**src/rtl/wake_flag_pkg.sv**
```systemverilog
package wake_flag_pkg;

    localparam int REG_W     = 8;
    localparam int N_EVT     = 3;
    localparam int BIT_COL0  = 2;
    localparam int BIT_COL1  = 3;
    localparam int BIT_BTN   = 4;
    localparam int BIT_PRISE = 6;
    localparam int BIT_PFALL = 7;

    // event slot indices inside evt_vec_t
    localparam int EV_BTN   = 0;
    localparam int EV_PRISE = 1;
    localparam int EV_PFALL = 2;

    typedef enum logic [1:0] {
        WS_NONE   = 2'd0,
        WS_BUTTON = 2'd1,
        WS_TIMER  = 2'd2,
        WS_OTHER  = 2'd3
    } wake_src_e;

    typedef struct packed {
        logic pfall;
        logic prise;
        logic btn;
    } evt_vec_t;

    // register position of each event flag
    function automatic int evt_pos(input int e);
        case (e)
            EV_BTN:   return BIT_BTN;
            EV_PRISE: return BIT_PRISE;
            default:  return BIT_PFALL;
        endcase
    endfunction

    // a wake straight into brownout must not look like a power loss
    function automatic logic fall_masked(input logic [1:0] ws);
        return (ws == WS_BUTTON) || (ws == WS_TIMER);
    endfunction

endpackage

```
**src/rtl/wf_sync.sv**
```systemverilog
module wf_sync #(
    parameter int W      = 2,
    parameter int STAGES = 2
) (
    input  logic         clk,
    input  logic         rst,
    input  logic [W-1:0] d,
    output logic [W-1:0] q
);
    logic [W-1:0] st [STAGES];

    always_ff @(posedge clk) begin
        if (rst) begin
            for (int i = 0; i < STAGES; i++) st[i] <= '0;
        end else begin
            st[0] <= d;
            for (int i = 1; i < STAGES; i++) st[i] <= st[i-1];
        end
    end

    assign q = st[STAGES-1];
endmodule

```
**src/rtl/wf_edge.sv**
```systemverilog
module wf_edge #(
    parameter int W = 2
) (
    input  logic         clk,
    input  logic         rst,
    input  logic [W-1:0] d,
    output logic [W-1:0] rise,
    output logic [W-1:0] fall
);
    logic [W-1:0] prev;

    always_ff @(posedge clk) begin
        if (rst) prev <= '0;
        else     prev <= d;
    end

    assign rise = d & ~prev;
    assign fall = ~d & prev;
endmodule

```
**src/rtl/wf_flag_bit.sv**
```systemverilog
module wf_flag_bit (
    input  logic clk,
    input  logic rst,
    input  logic set_i,
    input  logic clr_i,
    output logic q
);
    // set has priority over any clear in the same cycle
    always_ff @(posedge clk) begin
        if (rst)        q <= 1'b0;
        else if (set_i) q <= 1'b1;
        else if (clr_i) q <= 1'b0;
    end
endmodule

```
**src/rtl/wake_flag_reg.sv**
```systemverilog
module wake_flag_reg
    import wake_flag_pkg::*;
#(
    parameter int SYNC_STAGES = 2
) (
    input  logic             clk,
    input  logic             rst,
    input  logic             btn_in,
    input  logic             pwr_good_in,
    input  logic             sleep_req,
    input  logic             lcd_req,
    input  logic [1:0]       wake_src,
    input  logic             wr_en,
    input  logic [REG_W-1:0] wr_data,
    input  logic             irq_en,
    output logic [REG_W-1:0] flags,
    output logic             irq
);
    localparam int N_PIN = 2;   // [0] push-button, [1] power-good

    logic [N_PIN-1:0] pin_s, pin_rise, pin_fall;
    logic             btn_rise, pg_rise, pg_fall;
    evt_vec_t         set_e, clr_e, q_e;
    logic [1:0]       col_q;

    wf_sync #(.W(N_PIN), .STAGES(SYNC_STAGES)) u_sync (
        .clk (clk),
        .rst (rst),
        .d   ({pwr_good_in, btn_in}),
        .q   (pin_s)
    );

    wf_edge #(.W(N_PIN)) u_edge (
        .clk  (clk),
        .rst  (rst),
        .d    (pin_s),
        .rise (pin_rise),
        .fall (pin_fall)
    );

    assign btn_rise = pin_rise[0];
    assign pg_rise  = pin_rise[1];
    assign pg_fall  = pin_fall[1];

    always_comb begin
        set_e.btn   = btn_rise;
        set_e.prise = pg_rise;
        set_e.pfall = pg_fall & ~fall_masked(wake_src);
        clr_e.btn   = (wr_en & ~wr_data[BIT_BTN]) | sleep_req | lcd_req;
        clr_e.prise = wr_en & ~wr_data[BIT_PRISE];
        clr_e.pfall = wr_en & ~wr_data[BIT_PFALL];
    end

    logic [N_EVT-1:0] set_v, clr_v, q_v;
    assign set_v = set_e;
    assign clr_v = clr_e;
    assign q_e   = q_v;

    for (genvar e = 0; e < N_EVT; e++) begin : g_evt
        wf_flag_bit u_bit (
            .clk   (clk),
            .rst   (rst),
            .set_i (set_v[e]),
            .clr_i (clr_v[e]),
            .q     (q_v[e])
        );
    end

    // collision flags: ordinary read/write storage
    always_ff @(posedge clk) begin
        if (rst)        col_q <= '0;
        else if (wr_en) col_q <= wr_data[BIT_COL1:BIT_COL0];
    end

    always_comb begin
        // unimplemented positions read zero; write data there is discarded
        flags = wr_data & '0;
        flags[BIT_COL1:BIT_COL0] = col_q;
        for (int e = 0; e < N_EVT; e++) flags[evt_pos(e)] = q_v[e];
    end

    assign irq = irq_en & (q_e.prise | q_e.pfall);
endmodule

```
**config.mk**
```make
export PLATFORM = sky130hd
export DESIGN_NAME = wake_flag_reg
export DESIGN_NICKNAME = d
export VERILOG_FILES = /design/src/rtl/wake_flag_pkg.sv /design/src/rtl/wf_sync.sv /design/src/rtl/wf_edge.sv /design/src/rtl/wf_flag_bit.sv /design/src/rtl/wake_flag_reg.sv
export SDC_FILE = /design/constraint.sdc
export NUM_CORES = 1
export LEC_CHECK = 0
export ABC_AREA = 1
export BUFFER_PORTS_ARGS = -buffer_cell sky130_fd_sc_hd__buf_2
export CAP_MARGIN = 10
export CORE_AREA = 2 2 39 41
export CTS_BUF_LIST = sky130_fd_sc_hd__clkbuf_16
export CTS_CLUSTER_SIZE = 40
export DETAILED_ROUTE_END_ITERATION = 8
export DIE_AREA = 0 0 41 43
export MAX_ROUTING_LAYER = met4
export PLACE_DENSITY = 0.65
export RECOVER_POWER = 25
export SETUP_SLACK_MARGIN = 0.15
export SYNTH_ARGS = -nofsm -noshare
export SYNTH_HDL_FRONTEND = slang
export SYNTH_HIERARCHICAL = 1
export SYNTH_SLANG_ARGS = --single-unit
export TNS_END_PERCENT = 100
```
**constraint.sdc**
```tcl
create_clock -name clk -period 1.6 [get_ports clk]
set_input_delay 0.24 -clock clk [delete_from_list [all_inputs] [get_ports clk]]
set_output_delay 0.24 -clock clk [all_outputs]
set_load 0.01 [all_outputs]
```
==> impl_metrics.py <==
metrics = {
    "die": {
        "dieArea_um2": 1763,
        "die_w_um": 41,
        "pin_count": 27,
        "die_h_um": 43,
        "fp-row-count": 14,
        "core_um2": 1384,
        "start_util_pct": 34.18,
    },
    "global_routing": {
        "grt_max_degree": 11,
        "grt_pass1_wl_um": 1228,
        "track_usage_pct": 11.27,
        "antenna_found_initial": 0,
        "gr-total-overflow": 0,
        "first_global_vias": 357,
    },
    "power": {
        "p_sw_share_pct": 19.91,
        "leakagePower_nw": 0.3544,
        "intPower_mw": 0.6430,
        "peakVddDrop_v": 0.0005267,
        "switchingPower_mw": 0.1599,
        "powerDensity_nw_per_um2": 1253,
        "p_clk_share_pct": 55.9,
        "p_comb_share_pct": 7.7,
        "seqPwrFrac_pct": 36.4,
    },
    "detailed_routing": {
        "firstDrtPassIters": 4,
        "met3RoutedLength_um": 64,
        "avgRoutedWirePerCell_um": 7.510,
        "met1_length_um": 295,
        "top_layer": "met4",
        "ant_nets": 0,
        "vias_per_cell": 3.971,
        "drt-total-wl_um": 781,
        "dr.first_iter.drc_count": 3,
        "remaining_drc_errors": 0,
        "via_count": 413,
        "met2_length_um": 380,
    },
    "sta": {
        "hold_slack_ns": 0.2006,
        "setup_viol": 0,
        "period_minus_slack_ns": 1.096,
        "hold_viol_final": 0,
        "tns_ns": 0,
        "min_period_over_period_pct": 68.47,
        "skew_ns": 0.0002482,
        "max_freq_mhz": 912.8,
        "drv_slew": 0,
        "rsz0062_at_grt": "false",
    },
    "worst_setup_path": {
        "crit_required_ns": 1.36,
        "critical_path_class": "reg2out",
        "end_kind": "output port",
        "critPathLaunchType": "flop",
        "cp.arrival_ns": 0.86,
        "crit_fanout": 3,
    },
    "flow_run": {
        "drv_cap": 0,
    },
    "placed_design": {
        "dp_hpwl_um": 596.1,
        "gp_congestion": 0.6824,
        "placed_cells": 100,
        "portBuffers": 20,
    },
    "clock_tree": {
        "clockBufferDepth": 2,
        "hold_buffers": 0,
        "root_buffer": "clkbuf_16",
        "clk_latency_ns": 0.24,
        "numCtsBuffers": 3,
        "clk_pin_slew_ns": 0.04,
        "cts_sinks": 11,
        "htree_levels": 1,
        "cts_resized": 0,
        "post-cts-setup-buffers": 0,
        "cts_tree": "yes",
    },
    "final_layout": {
        "drive_above_1_share_pct": 30.68,
        "post-route-util_pct": 46.29,
        "instances_no_fill": 104,
        "diodes": 0,
        "syn2layout_area_growth_pct": 35.45,
        "nNetsFinal": 107,
    },
    "synth": {
        "postSynthAreaPerCell_um2": 7.059,
        "synthCells": 67,
        "syn_area_um2": 473.0,
        "yosys_warnings": 6,
    },
    "run_status": {
        "status": "finished, final reports clean",
    },
    "worst_hold_path": {
        "hold_class": "in2reg",
    },
}
-- stage by stage --
| stage | worst slack (ns) | total power, mW | instance area (um^2) |
|---|---|---|---|
| detailed placement | 0.7571 | 0.3598 | 563.0 |
| floorplan | 0.7793 | 0.3360 | 480.5 |
| global route | 0.4697 | 0.8317 | 640.6 |
| CTS | 0.5007 | 0.8108 | 641.9 |
| global placement | 0.7622 | 0.3575 | 563.0 |
| finish | 0.5045 | 0.8030 | 640.6 |
-- worst paths after layout --
check	depth (start not counted)	from	slack, ns	to
max	2	g_evt[2].u_bit/q$_SDFFE_PP0P_	0.50	irq
min	3	btn_in	0.20	u_sync/st[0][0]$_SDFF_PP0_
max reg2reg	6	u_edge/prev[1]$_SDFF_PP0_	0.77	g_evt[2].u_bit/q$_SDFFE_PP0P_
min reg2reg	2	u_sync/st[0][1]$_SDFF_PP0_	0.40	u_sync/st[0][3]$_SDFF_PP0_
-- critical path, cell delays in order (launching register included) --
cell and delay, ns:
dfxtp_1 0.31, o21a_1 0.18, buf_2 0.13
-- state kept, by name (all words and copies together) (netlist names) --
register / cells
u_sync/st: 4
u_edge/prev: 2
g_evt.u_bit/q: 3
col_q: 2
-- layout make-up --
cell class	instances	area [um^2]
clock buffers	3	75.07
clock inverters	1	3.754
fillers	150	743.2
inverters	18	67.56
multi-input cells	35	155.1
flip-flops and latches	11	220.2
well taps	16	20.02
repair buffers	20	98.84
-- metal layers --
layer / vias to the layer above / track usage, %
li1: 221 / -
met2: 18 / 15.94
met3: 5 / 1.571
met1: 169 / 11.11
met4: 0 / 14.00
met5: - / -
-- cell usage in the layout (no fill, tap or decap), drive strengths merged --
master  count
o21a        1
dfxtp      11
conb        3
o21ai       1
buf        19
nor2       18
nand2       9
clkbuf      4
a21oi       3
inv        19
-- power by group through the flow --
stage | sequential, mW | clock (mW) | combinational, mW
3_3_place_gp | 0.296 | 0 | 0.0611
5_1_grt | 0.293 | 0.467 | 0.0717
2_1_floorplan | 0.299 | 0 | 0.0369
6_report | 0.292 | 0.449 | 0.0620
4_1_cts | 0.292 | 0.455 | 0.0635
3_5_place_dp | 0.297 | 0 | 0.0630
Power figures use the tool's default switching activity.
